<file path="src/rtl/link_break_detector.sv">
module link_break_detector #(
  parameter int BREAK_LEN  = 256,
  parameter int TURN_EDGES = 3
) (
  input  logic clk,
  input  logic rst_n,
  input  logic lnk_clk,
  input  logic lnk_dat_n,
  output logic break_detected,
  output logic break_overlong,
  output logic history_clear,
  output logic link_idle
);
  localparam int RUN_MAX = BREAK_LEN + 1;
  localparam int RUN_W   = $clog2(RUN_MAX + 1);
  localparam int TURN_W  = $clog2(TURN_EDGES + 1);
  localparam logic [RUN_W-1:0]  RUN_TOP  = RUN_W'(RUN_MAX);
  localparam logic [RUN_W-1:0]  RUN_HIT  = RUN_W'(BREAK_LEN - 1);
  localparam logic [TURN_W-1:0] TURN_END = TURN_W'(TURN_EDGES);

  logic [1:0]        clk_sy, dat_sy;
  logic              clk_q;
  logic [RUN_W-1:0]  run;
  logic [TURN_W-1:0] turn;

  wire rise    = clk_sy[1] & ~clk_q;
  wire bit_one = ~dat_sy[1];
  wire hit     = rise & bit_one & (run == RUN_HIT);

  always_ff @(posedge clk) begin
    if (!rst_n) begin
      clk_sy         <= 2'b00;
      dat_sy         <= 2'b11;
      clk_q          <= 1'b0;
      run            <= '0;
      turn           <= '0;
      break_detected <= 1'b0;
      break_overlong <= 1'b0;
      history_clear  <= 1'b0;
      link_idle      <= 1'b1;
    end else begin
      clk_sy         <= {clk_sy[0], lnk_clk};
      dat_sy         <= {dat_sy[0], lnk_dat_n};
      clk_q          <= clk_sy[1];
      break_detected <= hit;
      history_clear  <= hit;
      break_overlong <= rise & ~bit_one & (run == RUN_TOP);
      if (rise) begin
        if (!bit_one)            run <= '0;
        else if (run != RUN_TOP) run <= run + 1'b1;
      end
      if (hit) begin
        link_idle <= 1'b0;
        turn      <= '0;
      end else if (rise && !link_idle) begin
        if (turn == TURN_END) link_idle <= 1'b1;
        else                  turn      <= turn + 1'b1;
      end
    end
  end
endmodule

</file>
<file path="config.mk">
export PLATFORM = sky130hd
export DESIGN_NAME = link_break_detector
export DESIGN_NICKNAME = d
export VERILOG_FILES = /design/src/rtl/link_break_detector.sv
export SDC_FILE = /design/constraint.sdc
export NUM_CORES = 1
export LEC_CHECK = 0
export BUFFER_PORTS_ARGS = -buffer_cell sky130_fd_sc_hd__buf_2
export CAP_MARGIN = 20
export CORE_MARGIN = 1
export CORE_UTILIZATION = 60
export DETAILED_ROUTE_END_ITERATION = 8
export PLACE_DENSITY_LB_ADDON = 0.15
export SLEW_MARGIN = 40
export SYNTH_ARGS = -nofsm -noshare
export SYNTH_HDL_FRONTEND = slang
export SYNTH_SLANG_ARGS = --single-unit
</file>
<file path="constraint.sdc">
create_clock -name clk -period 3.5 [get_ports clk]
set_input_delay 0.525 -clock clk [delete_from_list [all_inputs] [get_ports clk]]
set_output_delay 0.525 -clock clk [all_outputs]
set_load 0.005 [all_outputs]
</file>
* Yosys cells after proc, flatten, opt, wreduce, memory -nomap -nowiden
Cells that the tools add are included.
** Cells by class
- Div/mod/pow operators :: 0
- Mux-type cells :: 5
- Multiply operators :: 0
- $lt $le $gt $ge :: 0
- $add $sub $neg :: 2
- Bitwise logic cells :: 9
- Reduce and logical (&&, ||, !) cells :: 9
- Shift operators :: 0
- Equal/unequal tests :: 4
** Operator list (number)
- $mux 9 :: 2
- $add 9x1->9 const B :: 1
- $eq 9x8->1 const B :: 1
- $eq 9x9->1 const B :: 1
- $ne 9x9->1 const B :: 1
- $reduce_and 2->1 :: 3
- $reduce_bool 2->1 :: 3
- $and 1x1->1 :: 5
- $not 1->1 :: 4
- $mux 1 :: 3
- $add 2x1->2 const B :: 1
- $eq 2x2->1 const B :: 1
- $reduce_or 2->1 :: 1
- $logic_and 1x1->1 :: 1
- $logic_not 1->1 :: 1
** Storage, ports and cells
- Memory bits (read-only) :: 0
- Latch bits :: 0
- Logic and storage cells :: 37
- Memories kept :: 0
- Memory bits (writable) :: 0
- Register bits after elaboration :: 19

* Longest topological paths before layout
Gate-level depths: netlist of run 1.
- Depth in word-level cells :: 6
- Depth in mapped cells :: 9
- Gate-level depth less buffers :: 9

* Least setup slack after synthesis of run 1
No wires, ideal clock.
- Kind :: register -> register
- Start :: reg run[0]
- End :: reg turn[1]
- Data arrival time :: 1.643 ns
- Data required time :: 3.382 ns
- Setup slack :: 1.739 ns
- Stages on the path, launching flop included :: 10
- Clock period less this slack :: 1.761 ns
- Setup time :: 0.118 ns
- Path through :: dfxtp_1 -> ha_1 -> nand3_1 -> nor2_1 -> and3_1 -> ha_1 -> nor2b_1 -> o21ai_0 -> a22oi_1 -> nor2b_1
** Between the ends
- Cells in the longest elaborated chain, start to end :: 3
** Ends and longest elaborated chain
- from (decl) :: RTL line 23 : logic [RUN_W-1:0] run;
- from (signal assigned) :: RTL line 50 : else if (run != RUN_TOP) run <= run + 1'b1;
- $eq 9x8->1 :: RTL line 28 : wire hit = rise & bit_one & (run == RUN_HIT);
- $and 1x1->1 :: RTL line 28
- $reduce_or 2->1 (no source line)
- to (signal assigned) :: RTL line 57 : else turn <= turn + 1'b1;
- to (decl) :: RTL line 24 : logic [TURN_W-1:0] turn;
Every way passes these cells.
A chain may end at the register's enable or synchronous reset.

* Worst setup path in the final report of run 1
Same ends and word-level chain as after synthesis.

==> results summary, run 1 <==
The Yosys warning count is 0. The worst-case vdd ir drop is 0.000274 V. The number of fill cells in the layout came out at between 100 and 150. The post-route fraction of the period consumed by the critical path came out at 58.6%. The share of cells above drive strength 1 is between 10% and 20%.

The synthesized netlist devotes 16.7% of its cell area to compound gates. The total iterations of the first detailed-routing run is 4. The initial antenna violation count came out at 0. The worst hold path stage count is 2. In this run the worst hold path is classified as in -> reg. The sequential area share after synthesis came out at 42.8%. CTS built an H-tree with a depth of 1.

The die covers 1640 sq um. The die is a little over 40 microns tall. The endpoint class of the critical path is a flop. On the final layout, the worst clock skew is 0.00680 ns. The largest fanout of any net on the critical path came out at 5. The overall via count from detail_route came out at ~730. The total detailed-routing wirelength came out at 1.60 mm. Leaving out fill and tap cells, the most frequent cells in the layout are sky130_fd_sc_hd__dfxtp_1, sky130_fd_sc_hd__o21ai_0, sky130_fd_sc_hd__nand2_1, sky130_fd_sc_hd__buf_2. The number of buffers inserted by port buffering came out at 7.

Setup violations remaining at the end of the flow were counted as 0. The area share of and/or/nand/nor cells after synthesis is a little under a third. The worst-skew pair later-pin latency is 0.30 ns. The final period demand of the worst path came out at 2.05 ns. In the global route stage, overall resource usage came out at a little under a quarter. The count of maximum capacitance violations is 0. The remaining max-slew budget at the tightest pin is 65.0%. For the worst flop-to-flop path, the logic depth is 9. The layout overhead on the synthesized area came out at 6.47%. Summed over all cells, the static leakage comes to 0.357 nW.

The power density over the cells is roughly 360 nW/um^2. The synthesis-stage register bit count is 19. Of the total synthesized cell area, the portion taken by XOR and XNOR cells is 0%.

The number of global-route vias before repair came to 616. At the end of routability-driven placement, the weighted congestion stood at roughly 0.8. The repair_antennas step left the layout with diodes totalling 0. STA classifies the critical path startpoint as a flop. The tree is rooted in a sky130_fd_sc_hd__clkbuf_4. The mux contribution to synthesized area came out at 1.13%. By startpoint and endpoint, the worst setup path is classified as reg -> reg. Data on the critical path arrives at its endpoint at 2.25 ns. After detailed routing, the number of vias per cell comes to 6.16.

The CTS tree is built. The number of pins exceeding their max-slew limit in the final report is 0. The CTS clock-pin slew for the worst setup and hold paths came out at 0.11 ns. Traced cell by cell, the critical path runs through ha_1 > nand3_1 > nor2_1 > and3_1 > ha_1 > nor2b_1 > o21ai_0 > a22oi_1 > nor2b_1. The total instance count after detailed placement came out at between 100 and 150.

The count of hold buffers inserted by post-cts repair is 0. The worst endpoint required time is 3.70 ns. The number of buffers added by the clock tree synthesis step came out at 3. The count of non-filler cells in the finished layout is between 100 and 150. Yosys mapped the design onto 32 distinct sky130hd cell types. For this design, the slowest cell found on the critical path is sky130_fd_sc_hd__dfxtp_1. The cell area that synthesis handed to floorplanning was slightly below 900 sq um. The iteration-0 DRC count of the detailed router is 18. The area inside the core boundary is 1330 sq um.

The setup total negative slack is 0 ns. The maximum clock frequency is a little under 500 MHz. The clock tree buffer depth is 2.

The post-route DRC violation count came out at 0. For this configuration, the core starts out at a cell density of 66.7%. The adder-cell area share of the yosys netlist is 5.63%. The clock sink total came out at 19. Setup repair after global routing left no endpoint under its margin. The post-synth net total came out at 105. For this run, the post-layout net count is roughly 110.

The biggest cell delay along the critical path came out at 0.41 ns. The run finished with clean final reports. The HPWL reported at the end of detailed placement is 1.03 mm. In this run the remaining antenna-violating nets after routing total 0. Entering global routing, the biggest net connects 22 pins. The average instance area after synthesis is between 9 and 10 sq um. The library cell used most frequently in the layout, excluding fill and tap cells, is sky130_fd_sc_hd__dfxtp_1. The number of gates resized after cts is 0. After detailed routing, the average wire length per cell comes to around 14 microns. The leftover overflow at the end of global routing came out at 0. The final count of hold timing violations came to 0. The synthesized instance count came out at 97. The slew at the pin with the worst max-slew slack is 0.524 ns.

The number of setup buffers added after CTS is 0. The first-pass GRT wire length came out at 2.59 mm. The number of rows in the core area came out at 13. The largest family of logic cells by synthesized area is simple AND/OR/NAND/NOR gates. The horizontal die dimension is between 40 and 50 microns. 8 I/O pins were placed.
==> power by group <==
group,internal [mW],switching [mW],leakage (nW)
clock network,0.0426,0.0664,0.0177
logic,0.00577,0.00709,0.186
registers,0.219,0.00227,0.154
==> cells in the mapped netlist <==
cell type	instances	area [sq um]
sky130_fd_sc_hd__dfxtp_1	19	380
sky130_fd_sc_hd__o21ai_0	8	40.0
sky130_fd_sc_hd__nand2_1	7	26.3
sky130_fd_sc_hd__and2_1	5	31.3
sky130_fd_sc_hd__nor2_1	5	18.8
sky130_fd_sc_hd__a21boi_1	4	30.0
sky130_fd_sc_hd__ha_1	4	50.1
sky130_fd_sc_hd__nand4b_1	4	35.0
sky130_fd_sc_hd__nor2b_1	4	25.0
sky130_fd_sc_hd__a21boi_0	3	22.5
sky130_fd_sc_hd__clkbuf_1	3	11.3
sky130_fd_sc_hd__nand2b_1	3	18.8
sky130_fd_sc_hd__nand3_1	3	15.0
sky130_fd_sc_hd__nand3b_1	3	22.5
sky130_fd_sc_hd__a21oi_1	2	10.0
sky130_fd_sc_hd__and3_1	2	12.5
sky130_fd_sc_hd__inv_1	2	7.51
sky130_fd_sc_hd__or4_1	2	15.0
sky130_fd_sc_hd__a22oi_1	1	7.51
sky130_fd_sc_hd__a31oi_1	1	6.26
sky130_fd_sc_hd__a41oi_1	1	8.76
sky130_fd_sc_hd__and3_2	1	7.51
sky130_fd_sc_hd__buf_2	1	5.00
sky130_fd_sc_hd__buf_4	1	7.51
sky130_fd_sc_hd__mux2i_1	1	10.0
sky130_fd_sc_hd__nand4_1	1	6.26
sky130_fd_sc_hd__nor4_1	1	6.26
sky130_fd_sc_hd__o21a_1	1	7.51
sky130_fd_sc_hd__o41ai_2	1	16.3
sky130_fd_sc_hd__or2_2	1	6.26
sky130_fd_sc_hd__or3_4	1	11.3
sky130_fd_sc_hd__or4_4	1	11.3
==> worst paths after layout <==
| path | slack, ns | end | from |
|---|---|---|---|
| setup / recovery | 1.45 | turn[1]$_SDFFE_PP0P_ | run[0]$_SDFFE_PN0P_ |
| hold / removal | 0.40 | dat_sy[0]$_SDFF_PN1_ | lnk_dat_n |
| setup reg to reg | 1.45 | turn[1]$_SDFFE_PP0P_ | run[0]$_SDFFE_PN0P_ |
| hold reg to reg | 0.43 | dat_sy[1]$_SDFF_PN1_ | dat_sy[0]$_SDFF_PN1_ |
==> worst max-delay path, delay by kind of cell (launching register included) <==
| kind | cells | cell delay, ns |
|---|---|---|
| AOI/OAI and AO/OA | 2 | 0.38 |
| adders and majority gates | 2 | 0.37 |
| DFF | 1 | 0.41 |
| and+or+nand+nor | 5 | 0.79 |
==> registers in the layout, summed over array words and instances, names as in the netlist <==
register        flops
break_overlong      1
run                 9
clk_q               1
history_clear       1
link_idle           1
clk_sy              2
turn                2
dat_sy              2
==> logic make-up after synthesis <==
group	after synthesis
AND/OR/NAND/NOR	44
AO/OA/AOI/OAI	22
flip-flops	19
buffers and inverters	7
adder cells (fa/ha/maj)	4
multiplexers	1
==> stage by stage <==
| step | instance area [sq um] | worst slack (ns) | total power, mW | utilization, % | hold slack, ns |
|---|---|---|---|---|---|
| after detailed placement | 920 | 1.54 | 0.238 | 68.9 | 0.405 |
| after global routing | 947 | 1.23 | 0.356 | 71.0 | 0.398 |
| after floorplan | 890 | 1.74 | 0.235 | - | 0.386 |
| final | 947 | 1.45 | 0.343 | 71.0 | 0.396 |
| after global placement | 920 | 1.64 | 0.238 | 68.9 | 0.391 |
| after CTS | 947 | 1.47 | 0.347 | 71.0 | 0.388 |
==> cell type report <==
class / count / area, sq um / share of cell area [%]
tap: 15 / 18.8 / 1.98
multi-input combinational: 71 / 478 / 50.5
clock buffer: 3 / 22.5 / 2.38
sequential: 19 / 380 / 40.2
clock inverter: 1 / 5.00 / 0.528
timing repair buffer: 7 / 35.0 / 3.70
inverter: 2 / 7.51 / 0.793
==> layer usage <==
| metal | wire length (microns) | GRT usage (%) | vias to the layer above |
|---|---|---|---|
| met3 | 41 | 3.33 | 8 |
| met2 | 715 | 34.9 | 18 |
| met4 | 52 | 15.0 | 0 |
| met5 | 0 | 0 | - |
| met1 | 787 | 31.9 | 338 |
| li1 | - | - | 363 |
Note: power is estimated with default switching activity, not from simulation.
==> run 2: changes to the inputs <==
--- a/config.mk
+++ b/config.mk
@@ -8,7 +8,7 @@
 export BUFFER_PORTS_ARGS = -buffer_cell sky130_fd_sc_hd__buf_2
 export CAP_MARGIN = 20
 export CORE_MARGIN = 1
-export CORE_UTILIZATION = 60
+export CORE_UTILIZATION = 50
 export DETAILED_ROUTE_END_ITERATION = 8
 export PLACE_DENSITY_LB_ADDON = 0.15
 export SLEW_MARGIN = 40
==> constraint.sdc (replaced) <==
create_clock -name clk -period 1.85 [get_ports clk]
set_input_delay 0.2775 -clock clk [delete_from_list [all_inputs] [get_ports clk]]
set_output_delay 0.2775 -clock clk [all_outputs]
set_load 0.005 [all_outputs]
==> run 2 against run 1 <==
Against the previous run: die area rose by 19%; largest power group unchanged; critical endpoint unchanged; final cell count is 4.2% higher; largest cell class unchanged; non-clock buffer count up 4.
==> results summary, run 2 (synthesized netlist as in run 1, its figures left out) <==
The number of antenna diodes is 0 (unchanged). The overall via count from detail_route is 749 (+3.0%). The horizontal die dimension is 44.2 microns (+9.1%). The flop-to-flop setup slack is 0.16 ns (-1.29 ns). The category of the critical setup timing path is reg -> reg. The run finished with clean final reports. The number of flip-flops under the largest register name came to 9 (unchanged).

The finished layout cell area is 1020 sq um (+8.2%). CTS placed an instance of sky130_fd_sc_hd__clkbuf_4 at the clock tree root. The most frequent standard cell in the layout excluding fill and tap cells is sky130_fd_sc_hd__dfxtp_1.

The critical path starts at run[0]$_SDFFE_PN0P_. The routed length per instance came to 13.8 microns (+2.4%). The count of maximum capacitance violations is 0 (unchanged). The critical path data arrival time is 1.91 ns (-0.34 ns).

The level count of the clock H-tree came out at 1 (unchanged). The number of pins exceeding their max-slew limit in the final report came out at 0 (unchanged). The static power due to leakage is 0.373 nW (+4.3%). The remaining max-slew budget at the tightest pin came out at 67.3% (+2.3 points). The worst endpoint required time came out at 2.07 ns (-1.63 ns). The via-per-instance ratio is 6.09 (-1.2%). The first-pass GRT wire length is 2.60 mm (+0.54%). The clock sink total is 19 (unchanged). The number of rows in the core area came out at 14 (+1). The layout overhead on the synthesized area is 15.2%. The final weighted congestion of routability-driven global placement came out at 0.790 (-2.5%). The leftover overflow at the end of global routing came out at 0 (unchanged). The initial antenna violation count came to 0 (unchanged). The worst register-to-register path begins at run[0]$_SDFFE_PN0P_.

The number of global-route vias before repair is 649 (+5.4%). The total iterations of the first detailed-routing run is 4 (unchanged). The number of fill cells in the layout came to 138 (+27%). The top cell family by delay on the critical path is simple AND/OR/NAND/NOR gates. The worst-skew pair later-pin latency came to 0.31 ns (about the same). The setup total negative slack is 0 ns (unchanged). The post-route DRC violation count is 0 (unchanged).

The total power came out at 0.667 mW (+95%). The HPWL reported at the end of detailed placement is 1.10 mm (+6.7%). The worst clock skew is 0.0114 ns (+0.00460 ns).

The effective utilization at floorplan came out at 56.4% (-10 points). The clock tree buffer depth came out at 2 (unchanged). The number of buffers inserted by port buffering came out at 7 (unchanged). The kind of launch point of the worst setup path is a flop.

The number of buffers added by the clock tree synthesis step is 3 (unchanged). The combined flip-flop and latch cell area came to 388 sq um (+2.0%). The number of cells on the worst reg-to-reg path came to 9 (unchanged). The iteration-0 DRC count of the detailed router is 15 (-3). More flip-flops sit in one register than any other, and that register is run. The count of buffering cells on the critical path with inverters included is 0 (unchanged). The post-detailed-route count of antenna-violating nets came out at 0 (unchanged). In the layout the commonest cells are sky130_fd_sc_hd__dfxtp_1, sky130_fd_sc_hd__nand2_1, sky130_fd_sc_hd__o21ai_0, sky130_fd_sc_hd__buf_2, sky130_fd_sc_hd__and2_1. The area inside the core boundary came out at 1580 sq um (+18%). The critical path goes through ha_4 > nand3_2 > nor2_2 > and3_1 > ha_2 > nor2b_4 > o21ai_1 > a22oi_1 > nor2b_1. The vertical die dimension was 44.2 microns (+9.1%). STA classifies the critical path endpoint as a flop. The worst-case vdd ir drop is 0.000564 V (+110%).

The slowest stage of the critical path belongs to the cell sky130_fd_sc_hd__dfxtp_4. The area of placed instances is 936 sq um (+1.8%). The power density over the cells is 651 nW/um^2 (+80%).

The area taken by multi-input logic gates is 514 sq um (+7.6%). The count of final setup violators came to 0 (unchanged). The end of the worst hold path is dat_sy[0]$_SDFF_PN1_.

The biggest cell delay along the critical path came out at 0.38 ns (-0.03 ns). The share of cells above drive strength 1 came out at 26.2% (+11 points). The total detailed-routing wirelength came out at 1.70 mm (+6.7%). The reg-to-reg critical path endpoint is turn[1]$_SDFFE_PP0P_. TritonCTS built the clock tree.

The largest fanout of any net on the critical path came to 4 (-1). The total routing usage reported by global routing came out at 18.5% (-5.2 points). The final-stage net count is 116 (+3.6%). The post-route fraction of the period consumed by the critical path is 91.4% (+33 points). The launch point of the worst hold path is lnk_dat_n. The slew at the pin with the worst max-slew slack is 0.488 ns (-0.0359 ns). The total instance count after detailed placement came to 117 (+2.6%).

The final count of hold timing violations is 0 (unchanged). The count of non-filler cells in the finished layout came out at 123 (+4.2%). The kind of path behind the tightest hold check is in -> reg. The count of hold buffers inserted by post-cts repair came out at 0 (unchanged). The maximum clock frequency is 592 MHz (+21%).

The number of top-level pins came to 8 (unchanged). The utilization after layout came to 65.0% (-6.0 points). The die outline area came out at 1950 sq um (+19%). The final period demand of the worst path is 1.69 ns (-0.360 ns). The CTS clock-pin slew for the worst setup and hold paths came to 0.12 ns (about the same). The maximum number of pins on one net before global-route repair is 22 (unchanged).

The worst hold path stage count came out at 2 (unchanged).
run 2: timing repair:
action                                  in CTS  in global routing
buffers inserted                             0                  2
endpoints found under the setup margin       2                  3
resized for setup                            4                  9
endpoints found under the hold margin        0                  0
pin swaps                                    0                  2
run 2: per-stage QoR:
step                      worst slack [ns]  hold WS [ns]
final                                0.159         0.130
after global routing               -0.0166         0.127
after CTS                          0.00792         0.128
after detailed placement           -0.0425         0.397
after global placement              0.0208         0.390
after floorplan                     0.0889         0.351
run 2: report_power, final:
part	switching, mW	internal [mW]	total [mW]
logic	0.0141	0.0122	0.0264
clock network	0.142	0.0827	0.225
registers	0.00462	0.411	0.416
total	0.161	0.506	0.667
run 2: worst max path at each step:
stage | endpoint | slack (ns) | cells after the start
floorplan | turn[1]$_SDFFE_PP0P_ | 0.09 | 9
global placement | turn[1]$_SDFFE_PP0P_ | 0.02 | 9
detailed placement | turn[1]$_SDFFE_PP0P_ | -0.04 | 9
CTS | turn[1]$_SDFFE_PP0P_ | 0.008 | 9
global route | turn[1]$_SDFFE_PP0P_ | -0.02 | 9
finish | turn[1]$_SDFFE_PP0P_ | 0.16 | 9
run 2: area by class of cell:
cell class / count / area share, %
inverter: 2 / 0.733
clock buffer: 3 / 2.20
multi-input combinational: 71 / 50.2
sequential: 19 / 37.9
clock inverter: 1 / 0.733
tap: 16 / 1.95
timing repair buffer: 11 / 6.35
run 2: metal layers:
metal / track usage [%] / up-vias / wire, microns / part of all wire (%)
met5: 0 / - / 0 / 0
met4: 14.5 / 0 / 52 / 3.1
li1: - / 372 / - / -
met3: 2.45 / 5 / 46 / 2.7
met2: 29.4 / 16 / 754 / 44
met1: 22.3 / 356 / 849 / 50
==> run 3: changes to the inputs <==
--- a/config.mk
+++ b/config.mk
@@ -7,10 +7,11 @@
 export LEC_CHECK = 0
 export BUFFER_PORTS_ARGS = -buffer_cell sky130_fd_sc_hd__buf_2
 export CAP_MARGIN = 20
+export CORE_ASPECT_RATIO = 0.8
 export CORE_MARGIN = 1
 export CORE_UTILIZATION = 50
 export DETAILED_ROUTE_END_ITERATION = 8
-export PLACE_DENSITY_LB_ADDON = 0.15
+export PLACE_DENSITY = 0.84
 export SLEW_MARGIN = 40
 export SYNTH_ARGS = -nofsm -noshare
 export SYNTH_HDL_FRONTEND = slang
==> run 3 against run 2 <==
Against the previous run: power is 1.9% lower; utilization is 3.6 points lower; die area hardly changed; global-route usage is 1.7 points higher; final cell count is 4.9% higher; critical path type unchanged; largest cell class unchanged; largest power group unchanged; highest routed layer is now met3.
==> results summary, run 3 (synthesized netlist as in run 1, its figures left out) <==
The worst endpoint required time is 2.09 ns (+0.02 ns). The proportion of power drawn by the clock network is 32.4% (-1.3 points). The number of global-route vias before repair came out at 609 (-6.2%). The internal power of the cells is 0.508 mW (+0.49%). The routing usage on met1 is 24.3% (+2.0 points). The endpoint class of the critical path is a flop.

The utilization after layout was 61.4% (-3.6 points). In this run the worst setup path terminates at turn[0]$_SDFFE_PP0P_. The largest fanout of any net on the critical path was 5 (+1). The met2 track demand over resource in global routing is 33.9% (+4.5 points). The static power due to leakage is 0.374 nW (+0.47%). The number of flip-flops under the largest register name came out at 9 (unchanged).

The clock sink total is 19 (unchanged). The vertical die dimension came out at 39.7 microns (-10%). The switching power as a share of total power came out at 22.3% (-1.8 points).

The horizontal die dimension is 49.2 microns (+11%). The root buffer selected by CTS is sky130_fd_sc_hd__clkbuf_4. The slew at the pin with the worst max-slew slack is 0.471 ns (-0.0172 ns).

The top cell types in the final layout, fill and taps aside, are sky130_fd_sc_hd__dfxtp_1, sky130_fd_sc_hd__nand2_1, sky130_fd_sc_hd__o21ai_0, sky130_fd_sc_hd__buf_2, sky130_fd_sc_hd__and2_1. The worst hold margin came out at 0.155 ns (+0.0249 ns). The final-stage net count came to 116 (unchanged).

The die outline area is 1950 sq um (about the same). The kind of path behind the tightest hold check is in -> reg. The post-detailed-route count of antenna-violating nets is 0 (unchanged). The number of top-level pins came out at 8 (unchanged). The total iterations of the first detailed-routing run came out at 6 (+2). The overall via count from detail_route is 717 (-4.3%). The routed length per instance is 13.6 microns (-1.9%). The total routing usage reported by global routing is 20.1% (+1.7 points). The leftover overflow at the end of global routing is 0 (unchanged). The post-route DRC violation count is 0 (unchanged). The number of buffers inserted by port buffering came to 7 (unchanged).

The maximum number of pins on one net before global-route repair came out at 22 (unchanged). The number of pins exceeding their max-slew limit in the final report came out at 0 (unchanged). The kind of launch point of the worst setup path is a flop. The critical path data arrival time came out at 1.99 ns (+0.08 ns).

The worst hold path stage count was 2 (unchanged). The CTS tree is built. The layer flagged by global routing as most heavily used is met2.

The final weighted congestion of routability-driven global placement came to 0.831 (+5.2%). The maximum clock frequency is 572 MHz (-3.4%). The combinational group share of total power is 3.9% (about the same). The number of rows in the core area came out at 13 (-1). The power density over the cells is 649 nW/um^2 (-0.28%). The via-per-instance ratio was 5.56 (-8.7%). The number of cells on the worst reg-to-reg path is 9 (unchanged). The count of final setup violators is 0 (unchanged). The reg-to-reg critical path endpoint is turn[0]$_SDFFE_PP0P_. run holds more flip-flops than any other register. The total detailed-routing wirelength came to 1.75 mm (+2.9%). The worst-case vdd ir drop was 0.000556 V (-1.4%). The initial antenna violation count came out at 0 (unchanged). The worst clock skew came to 0.00353 ns (-0.00787 ns). The share of cells above drive strength 1 was 23.4% (-2.8 points).

The flop-to-flop setup slack came out at 0.10 ns (-0.06 ns). The reg-to-reg startpoint is run[0]$_SDFFE_PN0P_. The post-route fraction of the period consumed by the critical path was 94.6% (+3.2 points). The first-pass GRT wire length is 2.81 mm (+8.0%). The worst-skew pair later-pin latency came out at 0.30 ns (about the same). The final count of hold timing violations came to 0 (unchanged). The area inside the core boundary came out at 1640 sq um (+4.2%). The HPWL reported at the end of detailed placement came to 1.22 mm (+11%). The level count of the clock H-tree came out at 1 (unchanged). The count of hold buffers inserted by post-cts repair is 0 (unchanged). The global-route track usage on met3 came to 6.98% (+4.5 points). The effective utilization at floorplan is 54.2% (-2.3 points).

The layout overhead on the synthesized area is 13.4%. The clock tree buffer depth came out at 2 (unchanged). The run finished with clean final reports.

The worst setup path is of the reg -> reg kind. The number of antenna diodes came to 0 (unchanged). Leaving out fill and tap cells, the most frequent cell in the layout is sky130_fd_sc_hd__dfxtp_1. The switching power is 0.146 mW (-9.2%). The sequential share of power came out at 63.7% (+1.4 points). The final period demand of the worst path came out at 1.75 ns (+0.0587 ns).

The remaining max-slew budget at the tightest pin is 68.5% (+1.2 points). The count of maximum capacitance violations is 0 (unchanged). The start point of the critical path is run[0]$_SDFFE_PN0P_.

The iteration-0 DRC count of the detailed router was 29 (+14). The number of buffers added by the clock tree synthesis step is 3 (unchanged). The CTS clock-pin slew for the worst setup and hold paths is 0.11 ns (about the same).
## run 3: changes by cell type in the layout (fill, tap and decap cells not counted), sizes merged
cell	before	now
clkbuf	3	4
clkinvlp	1	0
## run 3: worst max-delay path, cell delays in order, from the launching register on
cell	delay, ns
sky130_fd_sc_hd__dfxtp_4	0.37
sky130_fd_sc_hd__ha_2	0.19
sky130_fd_sc_hd__nand3_1	0.11
sky130_fd_sc_hd__nor2_2	0.05
sky130_fd_sc_hd__and3_1	0.18
sky130_fd_sc_hd__ha_1	0.18
sky130_fd_sc_hd__nor2b_4	0.14
sky130_fd_sc_hd__nor4_2	0.24
sky130_fd_sc_hd__mux2i_1	0.12
sky130_fd_sc_hd__nor2b_1	0.12
## run 3: timing repair
item                       4_1_cts  5_1_grt
pin swaps                        0        2
hold endpoints to repair         0        0
resized for setup                1        8
setup endpoints to repair        2        2
buffers inserted                 0        1
## run 3: cell type report
type,instances,area (sq um)
Clock buffer,4,26.3
Fill cell,133,634
Inverter,2,7.51
Multi-Input combinational cell,71,497
Sequential cell,19,385
Tap cell,22,27.5
Timing Repair Buffer,11,65.1
## run 3: through the flow
stage | cells | setup WS [ns] | total power, mW | setup TNS, ns | cell area (sq um)
final | 129 | 0.101 | 0.655 | 0 | 1010
after global routing | 129 | -0.0202 | 0.687 | -0.0202 | 1010
after CTS | 128 | -0.00648 | 0.658 | -0.00648 | 980
after detailed placement | 124 | -0.0384 | 0.452 | -0.0384 | 951
after global placement | 124 | 0.0819 | 0.451 | 0 | 951
after floorplan | 97 | 0.0889 | 0.444 | 0 | 890
## run 3: metal layers
metal / vias up / wire, microns
met2: 16 / 854
met3: 0 / 62
met4: 0 / 0
met1: 335 / 835
met5: - / 0
li1: 366 / -
## run 3: worst min path at each step
stage	start	to	slack, ns
after floorplan	rst_n	dat_sy[0]$_SDFF_PN1_	0.35
final	lnk_dat_n	dat_sy[0]$_SDFF_PN1_	0.16
after CTS	lnk_dat_n	dat_sy[0]$_SDFF_PN1_	0.15
after global placement	dat_sy[0]$_SDFF_PN1_	dat_sy[1]$_SDFF_PN1_	0.39
after global routing	lnk_dat_n	dat_sy[0]$_SDFF_PN1_	0.14
after detailed placement	dat_sy[0]$_SDFF_PN1_	dat_sy[1]$_SDFF_PN1_	0.40
## run 3: power groups by stage
stage / clock network [mW] / registers (mW) / logic [mW]
5_1_grt: 0.241 / 0.418 / 0.0276
6_report: 0.212 / 0.417 / 0.0253
4_1_cts: 0.214 / 0.418 / 0.0253
2_1_floorplan: 0 / 0.425 / 0.0195
3_5_place_dp: 0 / 0.427 / 0.0250
3_3_place_gp: 0 / 0.427 / 0.0245
